`config.mk`:
```
export PLATFORM = sky130hd
export DESIGN_NAME = adc_scan_sequencer
export DESIGN_NICKNAME = d
export VERILOG_FILES = /design/src/rtl/adc_seq_pkg.sv /design/src/rtl/adc_cfg_bank.sv /design/src/rtl/adc_trig_detect.sv /design/src/rtl/adc_scan_fsm.sv /design/src/rtl/adc_scan_sequencer.sv
export SDC_FILE = /design/constraint.sdc
export NUM_CORES = 1
export LEC_CHECK = 0
export BUFFER_PORTS_ARGS = -buffer_cell sky130_fd_sc_hd__buf_2
export CORE_MARGIN = 1
export CORE_UTILIZATION = 52
export DETAILED_ROUTE_END_ITERATION = 16
export HOLD_SLACK_MARGIN = 0.1
export MAX_ROUTING_LAYER = met4
export PLACE_DENSITY = 0.85
export SLEW_MARGIN = 20
export SYNTH_ARGS = -nofsm -noshare
export SYNTH_HDL_FRONTEND = slang
export SYNTH_SLANG_ARGS = --single-unit
```
`constraint.sdc`:
```
create_clock -name clk -period 4.4 [get_ports clk]
set_input_delay 0.88 -clock clk [delete_from_list [all_inputs] [get_ports clk]]
set_output_delay 0.88 -clock clk [all_outputs]
set_load 0.01 [all_outputs]
```
`src/rtl/adc_seq_pkg.sv`:
```
package adc_seq_pkg;
  typedef enum logic [1:0] {
    SQ_IDLE  = 2'd0,
    SQ_ISSUE = 2'd1,
    SQ_WAIT  = 2'd2
  } sq_state_t;
endpackage

```
`src/rtl/adc_cfg_bank.sv`:
```
module adc_cfg_bank #(
  parameter int NUM_IN = 16,
  localparam int CFG_W = 2 * NUM_IN
) (
  input  logic              clk,
  input  logic              rst_n,
  input  logic              wr_en,
  input  logic [CFG_W-1:0]  wr_data,
  input  logic              enable,
  input  logic              sw_conv,
  input  logic              core_sel,
  output logic [CFG_W-1:0]  cfg_q,
  output logic              err_q,
  output logic [NUM_IN-1:0] lvl_eff,
  output logic [NUM_IN-1:0] cmp_eff
);
  logic bypass;
  logic write_ok;
  logic write_refused;

  assign bypass        = sw_conv & ~core_sel;
  assign write_ok      = wr_en & ~enable;
  assign write_refused = wr_en & enable;

  always_ff @(posedge clk or negedge rst_n) begin
    if (!rst_n) begin
      cfg_q <= '0;
      err_q <= 1'b0;
    end else begin
      if (write_ok) cfg_q <= wr_data;
      err_q <= write_refused;
    end
  end

  assign lvl_eff = bypass ? '0 : cfg_q[CFG_W-1:NUM_IN];
  assign cmp_eff = bypass ? '0 : cfg_q[NUM_IN-1:0];

  AST_LOCKED_WRITE: assert property (@(posedge clk) disable iff (!rst_n)
    (wr_en && enable) |=> $stable(cfg_q));
  AST_ERR_AFTER_REFUSAL: assert property (@(posedge clk) disable iff (!rst_n)
    (wr_en && enable) |=> err_q);
  AST_ERR_ONLY_REFUSAL: assert property (@(posedge clk) disable iff (!rst_n)
    err_q |-> $past(wr_en && enable));
endmodule

```
`src/rtl/adc_trig_detect.sv`:
```
module adc_trig_detect #(
  parameter int NUM_IN = 16
) (
  input  logic              clk,
  input  logic              rst_n,
  input  logic              enable,
  input  logic [NUM_IN-1:0] trig,
  input  logic [NUM_IN-1:0] lvl_eff,
  output logic              start_req,
  output logic              hold_req
);
  logic [NUM_IN-1:0] trig_q;
  logic [NUM_IN-1:0] rise;

  always_ff @(posedge clk or negedge rst_n) begin
    if (!rst_n) trig_q <= '0;
    else        trig_q <= trig;
  end

  assign rise      = trig & ~trig_q;
  assign hold_req  = enable & (|(trig & lvl_eff));
  assign start_req = enable & ((|(rise & ~lvl_eff)) | (|(trig & lvl_eff)));

  AST_NO_REQ_DISABLED: assert property (@(posedge clk) disable iff (!rst_n)
    !enable |-> !start_req);
endmodule

```
`src/rtl/adc_scan_fsm.sv`:
```
module adc_scan_fsm
  import adc_seq_pkg::*;
#(
  parameter int NUM_IN = 16,
  parameter int DATA_W = 12,
  localparam int CH_W  = $clog2(NUM_IN)
) (
  input  logic              clk,
  input  logic              rst_n,
  input  logic              start_req,
  input  logic              hold_req,
  input  logic [NUM_IN-1:0] scan_mask,
  input  logic [NUM_IN-1:0] cmp_eff,
  input  logic              conv_done,
  input  logic [DATA_W-1:0] conv_data,
  output logic              conv_start,
  output logic [CH_W-1:0]   conv_ch,
  output logic              scan_busy,
  output logic              cmp_strobe,
  output logic [CH_W-1:0]   cmp_ch,
  output logic [DATA_W-1:0] cmp_data
);
  // Lowest set bit of m at or above index from; top bit flags a hit.
  function automatic logic [CH_W:0] seek(input logic [NUM_IN-1:0] m,
                                         input logic [CH_W:0] from);
    logic [CH_W:0] r;
    r = '0;
    for (int i = NUM_IN - 1; i >= 0; i--) begin
      if (m[i] && (i >= int'(from))) r = {1'b1, CH_W'(i)};
    end
    return r;
  endfunction

  sq_state_t         state;
  logic [NUM_IN-1:0] mask_q;
  logic [CH_W-1:0]   cur_ch;
  logic [CH_W:0]     launch_pick;
  logic [CH_W:0]     next_pick;
  logic              launch_ok;
  logic              next_found;
  logic              ch_finish;
  logic              scan_launch;
  logic              rescan;

  assign launch_pick = seek(scan_mask, '0);
  assign next_pick   = seek(mask_q, {1'b0, cur_ch} + 1'b1);
  assign launch_ok   = launch_pick[CH_W];
  assign next_found  = next_pick[CH_W];
  assign ch_finish   = (state == SQ_WAIT) && conv_done;
  assign scan_launch = (state == SQ_IDLE) && start_req && launch_ok;
  assign rescan      = ch_finish && !next_found && hold_req && launch_ok;

  always_ff @(posedge clk or negedge rst_n) begin
    if (!rst_n) begin
      state  <= SQ_IDLE;
      mask_q <= '0;
      cur_ch <= '0;
    end else begin
      unique case (state)
        SQ_IDLE: if (scan_launch) begin
          mask_q <= scan_mask;
          cur_ch <= launch_pick[CH_W-1:0];
          state  <= SQ_ISSUE;
        end
        SQ_ISSUE: state <= SQ_WAIT;
        SQ_WAIT: if (conv_done) begin
          if (next_found) begin
            cur_ch <= next_pick[CH_W-1:0];
            state  <= SQ_ISSUE;
          end else if (rescan) begin
            mask_q <= scan_mask;
            cur_ch <= launch_pick[CH_W-1:0];
            state  <= SQ_ISSUE;
          end else begin
            state <= SQ_IDLE;
          end
        end
        default: state <= SQ_IDLE;
      endcase
    end
  end

  always_ff @(posedge clk or negedge rst_n) begin
    if (!rst_n) begin
      cmp_strobe <= 1'b0;
      cmp_ch     <= '0;
      cmp_data   <= '0;
    end else begin
      cmp_strobe <= ch_finish & cmp_eff[cur_ch];
      if (ch_finish) begin
        cmp_ch   <= cur_ch;
        cmp_data <= conv_data;
      end
    end
  end

  assign conv_start = (state == SQ_ISSUE);
  assign conv_ch    = cur_ch;
  assign scan_busy  = (state != SQ_IDLE);

  AST_START_PULSE: assert property (@(posedge clk) disable iff (!rst_n)
    conv_start |=> !conv_start);
  AST_CH_INCLUDED: assert property (@(posedge clk) disable iff (!rst_n)
    conv_start |-> mask_q[conv_ch]);
  AST_ASCENDING: assert property (@(posedge clk) disable iff (!rst_n)
    (ch_finish && next_found) |=> (conv_start && (conv_ch > $past(conv_ch))));
  AST_RESCAN_NEXT: assert property (@(posedge clk) disable iff (!rst_n)
    rescan |=> conv_start);
  AST_EMPTY_STAYS_IDLE: assert property (@(posedge clk) disable iff (!rst_n)
    (!scan_busy && (scan_mask == '0)) |=> !scan_busy);
  AST_STROBE_PULSE: assert property (@(posedge clk) disable iff (!rst_n)
    cmp_strobe |=> !cmp_strobe);
  AST_STROBE_AFTER_DONE: assert property (@(posedge clk) disable iff (!rst_n)
    cmp_strobe |-> $past(ch_finish));
endmodule

```
`src/rtl/adc_scan_sequencer.sv`:
```
module adc_scan_sequencer #(
  parameter int NUM_IN = 16,
  parameter int DATA_W = 12,
  localparam int CH_W  = $clog2(NUM_IN),
  localparam int CFG_W = 2 * NUM_IN
) (
  input  logic              clk,
  input  logic              rst_n,
  input  logic              enable,
  input  logic              sw_conv_mode,
  input  logic              core_sel,
  input  logic              cfg_we,
  input  logic [CFG_W-1:0]  cfg_wdata,
  output logic [CFG_W-1:0]  cfg_rdata,
  output logic              cfg_err,
  input  logic [NUM_IN-1:0] scan_mask,
  input  logic [NUM_IN-1:0] trig_in,
  output logic              conv_start,
  output logic [CH_W-1:0]   conv_ch,
  input  logic              conv_done,
  input  logic [DATA_W-1:0] conv_data,
  output logic              scan_busy,
  output logic              cmp_strobe,
  output logic [CH_W-1:0]   cmp_ch,
  output logic [DATA_W-1:0] cmp_data
);
  logic [NUM_IN-1:0] lvl_eff;
  logic [NUM_IN-1:0] cmp_eff;
  logic              start_req;
  logic              hold_req;

  adc_cfg_bank #(.NUM_IN(NUM_IN)) u_cfg (
    .clk(clk), .rst_n(rst_n), .wr_en(cfg_we), .wr_data(cfg_wdata),
    .enable(enable), .sw_conv(sw_conv_mode), .core_sel(core_sel),
    .cfg_q(cfg_rdata), .err_q(cfg_err), .lvl_eff(lvl_eff), .cmp_eff(cmp_eff)
  );

  adc_trig_detect #(.NUM_IN(NUM_IN)) u_trig (
    .clk(clk), .rst_n(rst_n), .enable(enable), .trig(trig_in),
    .lvl_eff(lvl_eff), .start_req(start_req), .hold_req(hold_req)
  );

  adc_scan_fsm #(.NUM_IN(NUM_IN), .DATA_W(DATA_W)) u_fsm (
    .clk(clk), .rst_n(rst_n), .start_req(start_req), .hold_req(hold_req),
    .scan_mask(scan_mask), .cmp_eff(cmp_eff), .conv_done(conv_done),
    .conv_data(conv_data), .conv_start(conv_start), .conv_ch(conv_ch),
    .scan_busy(scan_busy), .cmp_strobe(cmp_strobe), .cmp_ch(cmp_ch),
    .cmp_data(cmp_data)
  );

  AST_IDLE_WHILE_OFF: assert property (@(posedge clk) disable iff (!rst_n)
    (!scan_busy && !enable) |=> !scan_busy);
  AST_BYPASS_NO_STROBE: assert property (@(posedge clk) disable iff (!rst_n)
    (sw_conv_mode && !core_sel && $past(sw_conv_mode && !core_sel)) |-> !cmp_strobe);
endmodule

```
==> impl_metrics.toml, run 1 <==
[critical_path]
critPathCaptureType = "flip-flop"
path_class = "flip-flop to flip-flop"
start_kind = "flip-flop"
critical_path_peak_fanout = 16
startpoint = "u_fsm.conv_ch[0]"
reg2reg_from = "u_fsm.conv_ch[0]"
required_ps = 4640
worstRegToRegCells = 7
cp.arrival_ps = 3850

[synth]
syn_inst = 395
ys_warn_count = 0
syn_area_mm2 = 0.00454
ys_seq_area_frac = 0.485
syn_nets = 481
syn_area_per_cell_um2 = 11.5
async_flop_share = 1.00
synth_edf_count = 0
synth_ff_type = "dfrtp_1"
ys_types = 69
ys_ff_latch = 88

[route]
drt.antenna.violating_nets = 0
drc = 0
vias_per_cell = 5.84
drt_wl_total_um = 11400
drt_pre_antenna_iters = 4
num_vias = 3721
wire_per_inst_um = 17.9
drtIter0Drc = 221

[timing]
worstMarginPinSlew_ps = 795
rsz0062_at_grt = "no"
skew_ps = 11.1
fin_crit_sh = 0.821
slew_viol_final = 0
fmax_ghz = 0.277
fin_tns_setup_ps = 0
finalHoldViolCount = 0
fin_crit_ps = 3610
slew_headroom = 0.470
setup_viol = 0

[clocking]
clockBufferDepth = 2
cts-hold-fix-buffers = 0
cts_resized = 0
post_cts_buffers = 0
insertion_delay_ps = 360
cts-htree-levels = 3
cts_tree = "done"
clkSinkCount = 88
cts_root_buffer = "clkbuf_8"
clk_pin_slew_ps = 90
cts_made_buffers = 9

[power_and_ir_drop]
power.density_mw_per_mm2 = 644
p_sw_mw = 1.43
seqPwrFrac = 0.355
swShare = 0.405
leakagePower_nw = 2.49
clock_power_share = 0.182
intPower_mw = 2.11
irDropWorstVdd_uv = 324
p_comb_frac = 0.464

[hold_path]
whs_path_depth = 2
hold_path.class = "flip-flop to flip-flop"
hp-start = "u_fsm.cmp_ch[3]"

[final_layout]
syn_to_final_growth_pct = 21.2
final_net_count = 613
nFillCells = 690
final_common_cell = "buf_2"
post_route_cells_drive_above_1_share = 0.440
fin_area_mm2 = 0.00551
antenna_cells = 0
final_cell_mix = "buf_2 (137), dfrtp_1 (88), mux2_2 (51)"

[place]
gp_congestion = 0.922
placed_area_mm2 = 0.00527
portBuffers = 138
dp_hpwl_um = 8570

[grt]
grt_overflow = 0
grt_pass1_vias = 3747
grt_max_degree = 89
antenna_found_initial = 0
grt.total_usage = 0.271
grt_first_pass_wirelength_um = 18200

[floorplan]
chipHeight_um = 95.5
start_util = 0.545
row_count = 33
die-area_mm2 = 0.00911
die_w_um = 95.5
io_pins = 139
core_area_mm2 = 0.00834

[outcome]
outcome = "complete, no violations"

[run]
max-cap-violations = 0
## routing by layer
layer	vias to the layer above	part of all wire	global-route usage
met3	16	0.056	0.0518
met1	1822	0.42	0.348
met4	0	0.016	0.0585
met5	-	0	-
li1	1733	-	-
met2	150	0.51	0.447
## power groups by stage
| stage | clock network (mW) | registers, mW | logic [mW] |
|---|---|---|---|
| after global routing | 0.682 | 1.29 | 1.80 |
| final | 0.645 | 1.26 | 1.64 |
| after global placement | 0 | 1.26 | 1.61 |
| after CTS | 0.655 | 1.25 | 1.64 |
| after detailed placement | 0 | 1.27 | 1.63 |
| after floorplan | 0 | 1.25 | 1.18 |
## sequential cells by signal, summed over array words and instances (netlist names)
signal,cells
u_trig.trig_q,16
u_fsm.cmp_data,12
u_fsm.state,2
u_cfg.cfg_q,32
u_fsm.cmp_ch,4
u_fsm.conv_ch,4
u_cfg.err_q,1
u_fsm.mask_q,16
u_fsm.cmp_strobe,1
## final cells by class
class,count,area (µm²),area share
Clock buffer,9,124,0.0225
Clock inverter,7,104,0.0189
Inverter,12,45.0,0.00818
Multi-Input combinational cell,274,2170,0.395
Sequential cell,88,2200,0.400
Tap cell,105,131,0.0239
Timing Repair Buffer,142,727,0.132
## critical path, stage by stage, from the launching register on
cell     delay, ps
dfrtp_1        460
ha_1           510
or4b_1         560
a21oi_1        280
o22ai_2        210
o31ai_4        380
and3_1         690
mux2_1         400
## Yosys cell counts (2+ instances only)
cell / number / area, µm²
a41oi_1: 2 / 17.5
and2_1: 2 / 12.5
dfrtp_1: 88 / 2200
nor4_1: 8 / 50.1
ha_1: 3 / 37.5
o41ai_1: 2 / 17.5
a211oi_1: 4 / 30.0
nand4_1: 2 / 12.5
o211ai_1: 2 / 15.0
mux4_2: 5 / 113
o31ai_1: 5 / 37.5
buf_4: 2 / 15.0
o311ai_0: 2 / 17.5
buf_2: 7 / 35.0
a21oi_1: 30 / 150
and3_1: 3 / 18.8
nand2_1: 19 / 71.3
and4_1: 3 / 26.3
inv_1: 12 / 45.0
nor3_1: 6 / 30.0
a21o_1: 3 / 22.5
buf_6: 4 / 45.0
a21bo_2: 2 / 20.0
nor2b_1: 8 / 50.1
mux2_1: 10 / 113
nor2_1: 14 / 52.6
or2_2: 3 / 18.8
mux2_2: 51 / 574
a221oi_1: 4 / 35.0
buf_1: 4 / 15.0
o21a_1: 2 / 15.0
a31oi_1: 5 / 31.3
a22o_1: 5 / 43.8
nand2b_1: 18 / 113
nand3_1: 7 / 35.0
o21ai_0: 12 / 60.1
clkbuf_1: 4 / 15.0
## stage by stage
step / hold slack (ps) / std cells / setup slack (ps) / util / power (mW)
floorplan: 450 / 395 / 1040 / - / 2.43
global placement: 459 / 621 / 970 / 0.632 / 2.87
detailed placement: 465 / 621 / 804 / 0.632 / 2.90
CTS: 486 / 637 / 777 / 0.660 / 3.55
global route: 514 / 637 / 529 / 0.660 / 3.76
finish: 476 / 637 / 789 / 0.660 / 3.54
## worst paths after layout
path / to / slack [ps]
min in group asynchronous: u_fsm.mask_q[13] / 550
hold / removal: u_fsm.cmp_ch[3] / 480
setup / recovery: u_fsm.mask_q[6] / 790
hold reg to reg: u_fsm.cmp_ch[3] / 480
setup reg to reg: u_fsm.mask_q[6] / 790
max in group asynchronous: u_fsm.cmp_ch[0] / 3280
## logic make-up after synthesis
kind of cell / Yosys count / share of synthesized area
simple gates: 106 / 0.135
xor+xnor: 1 / 0.00193
mux: 67 / 0.178
flops: 88 / 0.485
compound gates: 97 / 0.154
fa+ha+maj: 3 / 0.00827
buf+inv: 33 / 0.0375
(Power assumes the default switching activity.)
==> run 2: changes to the inputs <==
Settings changed: ABC_AREA set to 1, CORE_UTILIZATION 52 to 46, PLACE_DENSITY 0.85 to 0.8.
Clock period 4.4 ns to 3.29 ns, I/O delays scaled along.
==> run 2 against run 1 <==
Net effect: total power rose by 23%; global-route usage down 4.0 points; largest power group unchanged; clock skew is 11 ps higher; largest cell class unchanged; clock power grew 17%; fmax increased by 24%; highest routed layer unchanged; die area increased by 7.3%; sequential cell count stayed put.
==> impl_metrics.toml, run 2 <==
[outcome]
outcome = "complete, no violations"

[final_layout]
reg.largest.list = "u_cfg.cfg_q: 32 flops, u_fsm.mask_q: 16 flops, u_trig.trig_q: 16 flops"
final_common_cell = "buf_2"
final_net_count = 718
post_route_cells_drive_above_1_share = 0.333
antenna_cells = 0
top_register = "u_cfg.cfg_q"
stdcell_count = 745
nFillCells = 787
largest_reg_flops = 32
final_cell_mix = "buf_2 (137), nand2_1 (122), dfrtp_1 (88)"
final_util = 0.602
fin_area_mm2 = 0.00535
syn_to_final_growth_pct = 24.0

[synth]
syn_area_per_cell_um2 = 8.86
syn_inst = 487
ys_types = 40
syn_nets = 573
synthTopCellsByCount = "nand2_1 (123), dfrtp_1 (88), nor2_1 (47)"
ys_ff_latch = 88
ys_seq_area_frac = 0.510
synth_area_leaders = "dfrtp_1 (51%), nand2_1 (11%), mux2_2 (7.3%)"
synth_edf_count = 0
synth_ff_type = "dfrtp_1"
synth.most_common_cell = "nand2_1"
ys_warn_count = 0
netlist.top_cell.by_area = "dfrtp_1"
syn_area_mm2 = 0.00432
netlist.area_leader.share = 0.510
async_flop_share = 1.00

[critical_path]
worstRegToRegCells = 16
reg2reg_from = "u_fsm.conv_ch[1]"
r2r_slack_ps = 390
required_ps = 3520
cp.arrival_ps = 3130
start_kind = "flip-flop"
critical_path_peak_fanout = 23
path_class = "flip-flop to flip-flop"
timing.rr.end = "u_fsm.mask_q[4]"
critPathCaptureType = "flip-flop"

[timing]
skew_ps = 21.9
fin_crit_sh = 0.883
slew_viol_final = 0
hold_slack_ps = 326
fin_tns_setup_ps = 0
rsz0062_at_grt = "no"
fin_crit_ps = 2900
slew_headroom = 0.477
fmax_ghz = 0.344
setup_viol = 0
finalHoldViolCount = 0
worstMarginPinSlew_ps = 784

[power_and_ir_drop]
swShare = 0.419
power.density_mw_per_mm2 = 814
clock_power_share = 0.173
intPower_mw = 2.53
seqPwrFrac = 0.367
p_sw_mw = 1.83
p_comb_frac = 0.460
leakagePower_nw = 2.81
irDropWorstVdd_uv = 406

[place]
dp_hpwl_um = 8190
portBuffers = 138
dp.cells = 729
placed_area_mm2 = 0.00514
gp_congestion = 0.990

[clocking]
cts-htree-levels = 3
cts_root_buffer = "clkbuf_8"
cts-hold-fix-buffers = 0
cts_made_buffers = 9
clk_pin_slew_ps = 100
cts_resized = 0
post_cts_buffers = 0
clkSinkCount = 88
insertion_delay_ps = 360
clockBufferDepth = 2
cts_tree = "done"

[floorplan]
io_pins = 139
die_w_um = 98.9
row_count = 34
die-area_mm2 = 0.00978
start_util = 0.486
chipHeight_um = 98.9
core_area_mm2 = 0.00889

[grt]
antenna_found_initial = 0
grt_overflow = 0
grt.total_usage = 0.231
grt_first_pass_wirelength_um = 17500
grt_max_degree = 89
grt_pass1_vias = 3734

[run]
max-cap-violations = 0

[route]
drt.antenna.violating_nets = 0
drt_wl_total_um = 10500
wire_per_inst_um = 14.0
num_vias = 3808
vias_per_cell = 5.11
drtIter0Drc = 168
drc = 0
drt_pre_antenna_iters = 6

[hold_path]
hold_path.class = "primary input to async pin"
run 2: changes by cell type in the layout (fill, tap and decap cells not counted), moves of 6 or more:
cell / previous run / this run
nand2b_1: 18 / 0
mux2_1: 10 / 0
nand2_1: 19 / 122
mux2_2: 51 / 28
nand3_1: 7 / 23
mux2_4: 0 / 6
nor2_1: 14 / 47
nor3b_1: 1 / 7
a21oi_1: 30 / 15
o21ai_0: 12 / 28
inv_1: 12 / 46
nand4_1: 2 / 11
nor2b_1: 7 / 0
run 2: cell type report:
| cell class | instances | area (µm²) | share of cell area |
|---|---|---|---|
| Clock inverter | 7 | 77.6 | 0.0145 |
| Sequential cell | 88 | 2200 | 0.411 |
| Clock buffer | 9 | 124 | 0.0231 |
| Tap cell | 108 | 135 | 0.0252 |
| Inverter | 50 | 189 | 0.0353 |
| Multi-Input combinational cell | 336 | 1860 | 0.348 |
| Timing Repair Buffer | 147 | 764 | 0.143 |
run 2: critical path: stages, from the launching register on:
cell and delay [ps]:
dfrtp_1 500, ha_1 270, nand2_2 110, inv_2 30, nand2_1 70, nand3_1 160, nor2_1 260, nand2_1 90
a31oi_1 150, inv_1 70, nand2_1 70, nor2_1 70, nand2_1 100, nor3_2 60, o21ai_4 130, buf_4 280
mux2_2 370
run 2: power groups by stage:
stage	Clock, mW	Combinational [mW]	Sequential, mW
after global placement	0	1.97	1.61
after floorplan	0	1.32	1.66
after global routing	0.815	2.26	1.64
after detailed placement	0	2.01	1.62
final	0.753	2.00	1.60
after CTS	0.773	2.01	1.60
run 2: worst max-delay path by stage:
stage | slack (ps) | cells past startpoint | startpoint | end
2_1_floorplan | 740 | 14 | u_fsm.conv_ch[1] | u_fsm.mask_q[10]
3_3_place_gp | 430 | 14 | core_sel | u_fsm.mask_q[5]
3_5_place_dp | 330 | 14 | core_sel | u_fsm.mask_q[14]
4_1_cts | 420 | 16 | u_fsm.conv_ch[1] | u_fsm.mask_q[4]
5_1_grt | 150 | 16 | u_fsm.conv_ch[1] | u_fsm.mask_q[4]
6_report | 390 | 16 | u_fsm.conv_ch[1] | u_fsm.mask_q[4]
run 2: cells by family (layout without fill, tap and decap cells):
kind of cell / count (synthesis) / in the layout / share of synthesized area
compound gates: 69 / 69 / 0.0951
fa+ha+maj: 3 / 3 / 0.00870
buf+inv: 63 / 213 / 0.0594
flops: 88 / 88 / 0.510
mux: 34 / 34 / 0.0939
simple gates: 230 / 230 / 0.233
run 2: metal layers:
| metal | vias up | wire length [µm] | track usage |
|---|---|---|---|
| met4 | 0 | 193 | 0.0712 |
| met1 | 1764 | 4840 | 0.304 |
| li1 | 1902 | - | - |
| met3 | 22 | 507 | 0.0326 |
| met2 | 120 | 4920 | 0.372 |
| met5 | - | 0 | - |
run 2: metrics by stage:
stage | worst slack, ps | power, mW
after CTS | 419 | 4.39
after detailed placement | 332 | 3.63
after floorplan | 738 | 2.98
after global routing | 151 | 4.71
final | 386 | 4.36
after global placement | 435 | 3.58
==> run 3: changes to the inputs <==
Settings changed: RECOVER_POWER set to 50.
==> run 3 against run 2 <==
Net effect: final cell count did not move; via count rose by 0.26%; register-to-register slack improved by 20 ps; count of clock-buffer cells in the layout did not move; the flow now finishes with violations (capacitance limit, slew limit); hold slack improved by 110 ps; fmax rose by 0.60%.
==> impl_metrics.toml, run 3 (synthesized netlist as in run 2, its figures left out) <==
[outcome]
outcome = "finished with violations"
failed_checks = "capacitance limit, slew limit"

[clocking]
cts_tree = "done"
cts-hold-fix-buffers = 0
cts_resized = 0
clk_pin_slew_ps = 100
post_cts_buffers = 0
clkSinkCount = 88
cts-htree-levels = 3
cts_root_buffer = "clkbuf_8"
clockBufferDepth = 2
insertion_delay_ps = 350
cts_made_buffers = 9

[floorplan]
start_util = 0.486
die-area_mm2 = 0.00978
chipHeight_um = 98.9
core_area_mm2 = 0.00889
die_w_um = 98.9
row_count = 34
io_pins = 139

[place]
gp_congestion = 0.990
dp_hpwl_um = 8190
portBuffers = 138
dp.cells = 729

[timing]
fin_crit_sh = 0.878
finalHoldViolCount = 0
fmax_ghz = 0.346
slew_headroom = -0.407
setup_viol = 0
worstMarginPinSlew_ps = 2110
slew_viol_final = 89
skew_ps = 19.4
rsz0062_at_grt = "no"
fin_tns_setup_ps = 0
fin_crit_ps = 2890

[final_layout]
syn_to_final_growth_pct = 23.2
final_common_cell = "nand2_1"
final_cell_mix = "nand2_1 (123), buf_2 (120), dfrtp_1 (88)"
reg.largest.list = "u_cfg.cfg_q: 32 flops, u_fsm.mask_q: 16 flops, u_trig.trig_q: 16 flops"
largest_reg_flops = 32
stdcell_count = 745
top_register = "u_cfg.cfg_q"
nFillCells = 803
antenna_cells = 0
final_net_count = 718
post_route_cells_drive_above_1_share = 0.303

[route]
num_vias = 3818
drc = 0
wire_per_inst_um = 14.0
vias_per_cell = 5.12
drt_pre_antenna_iters = 4
drt_wl_total_um = 10400
drt.antenna.violating_nets = 0
drtIter0Drc = 133

[grt]
grt.total_usage = 0.231
grt_overflow = 0
grt_pass1_vias = 3734
antenna_found_initial = 0
grt_first_pass_wirelength_um = 17500
grt_max_degree = 89

[critical_path]
max_stage_delay_ps = 540
path_class = "flip-flop to flip-flop"
crit_buf_inv = 3
path_cells = "inv_1 > ha_1 > inv_1 > nand4_1 > nand2_1 > nand3_1 > nand2_1 > nand2_1 > nor2_2 > nand3_2 > nor3_2 > o21ai_4 > buf_4 > mux2_4"
cp_common_cell = "nand2_1"
critPathCaptureType = "flip-flop"
reg2reg_from = "u_fsm.conv_ch[1]"
start_kind = "flip-flop"
cp_top_family = "simple AND/OR/NAND/NOR gates"
critical_path_peak_fanout = 23
cp.arrival_ps = 3110
startpoint = "u_fsm.conv_ch[1]"
required_ps = 3520
crit_path_top_delay_cell = "dfrtp_1"

[power_and_ir_drop]
irDropWorstVdd_uv = 405
power.density_mw_per_mm2 = 818
leakagePower_nw = 2.75

[hold_path]
hp-start = "trig_in[8]"
hold_path.class = "primary input to flip-flop"

[run]
max-cap-violations = 1
[run 3: changes by cell type in the layout (fill, tap and decap cells not counted)]
cell,previous run,this run
nand2_1,122,123
clkbuf_2,0,1
buf_2,137,120
clkbuf_1,0,18
buf_6,1,0
nand2_2,6,5
buf_4,9,8
[run 3: worst paths after layout]
| check | slack, ps | cells after the start | to |
|---|---|---|---|
| setup / recovery | 400 | 14 | u_fsm.mask_q[11] |
| setup reg to reg | 400 | 14 | u_fsm.mask_q[11] |
| hold / removal | 440 | 1 | u_trig.trig_q[8] |
| hold reg to reg | 470 | 2 | u_fsm.cmp_data[7] |
| max in group asynchronous | 1120 | 1 | u_fsm.mask_q[14] |
| min in group asynchronous | 900 | 1 | u_cfg.cfg_q[31] |
[run 3: final cells by class]
cell class,instances,area [µm²],area share
Clock inverter,7,77.6,0.0146
Clock buffer,9,124,0.0233
Multi-Input combinational cell,336,1860,0.349
Timing Repair Buffer,147,733,0.138
Tap cell,108,135,0.0254
Inverter,50,189,0.0355
Sequential cell,88,2200,0.414
[run 3: stage by stage]
stage	hold WS (ps)	area (µm²)	util	total power, mW	setup slack, ps
floorplan	362	4320	-	2.98	738
global placement	450	5140	0.579	3.58	435
detailed placement	454	5140	0.579	3.63	332
CTS	417	5350	0.601	4.39	419
global route	419	5320	0.598	4.71	151
finish	436	5320	0.598	4.35	403
[run 3: where the power goes]
part	leakage, nW	switching (mW)	internal (mW)
sequential	1.05	0.217	1.38
clock	0.100	0.392	0.358
combinational	1.61	1.22	0.785
[run 3: routing by layer]
| layer | vias to the layer above | GRT usage | routed length [µm] |
|---|---|---|---|
| met2 | 123 | 0.372 | 4980 |
| met1 | 1772 | 0.304 | 4760 |
| met5 | - | - | 0 |
| met3 | 18 | 0.0326 | 534 |
| li1 | 1905 | - | - |
| met4 | 0 | 0.0712 | 144 |
[run 3: worst register-to-register path, cell delays in order, from the launching register on]
cell,delay (ps)
dfrtp_1,540
inv_1,110
ha_1,380
inv_1,130
nand4_1,100
nand2_1,100
nand3_1,140
nand2_1,130
nand2_1,70
nor2_2,130
nand3_2,100
nor3_2,250
o21ai_4,80
buf_4,220
mux2_4,320
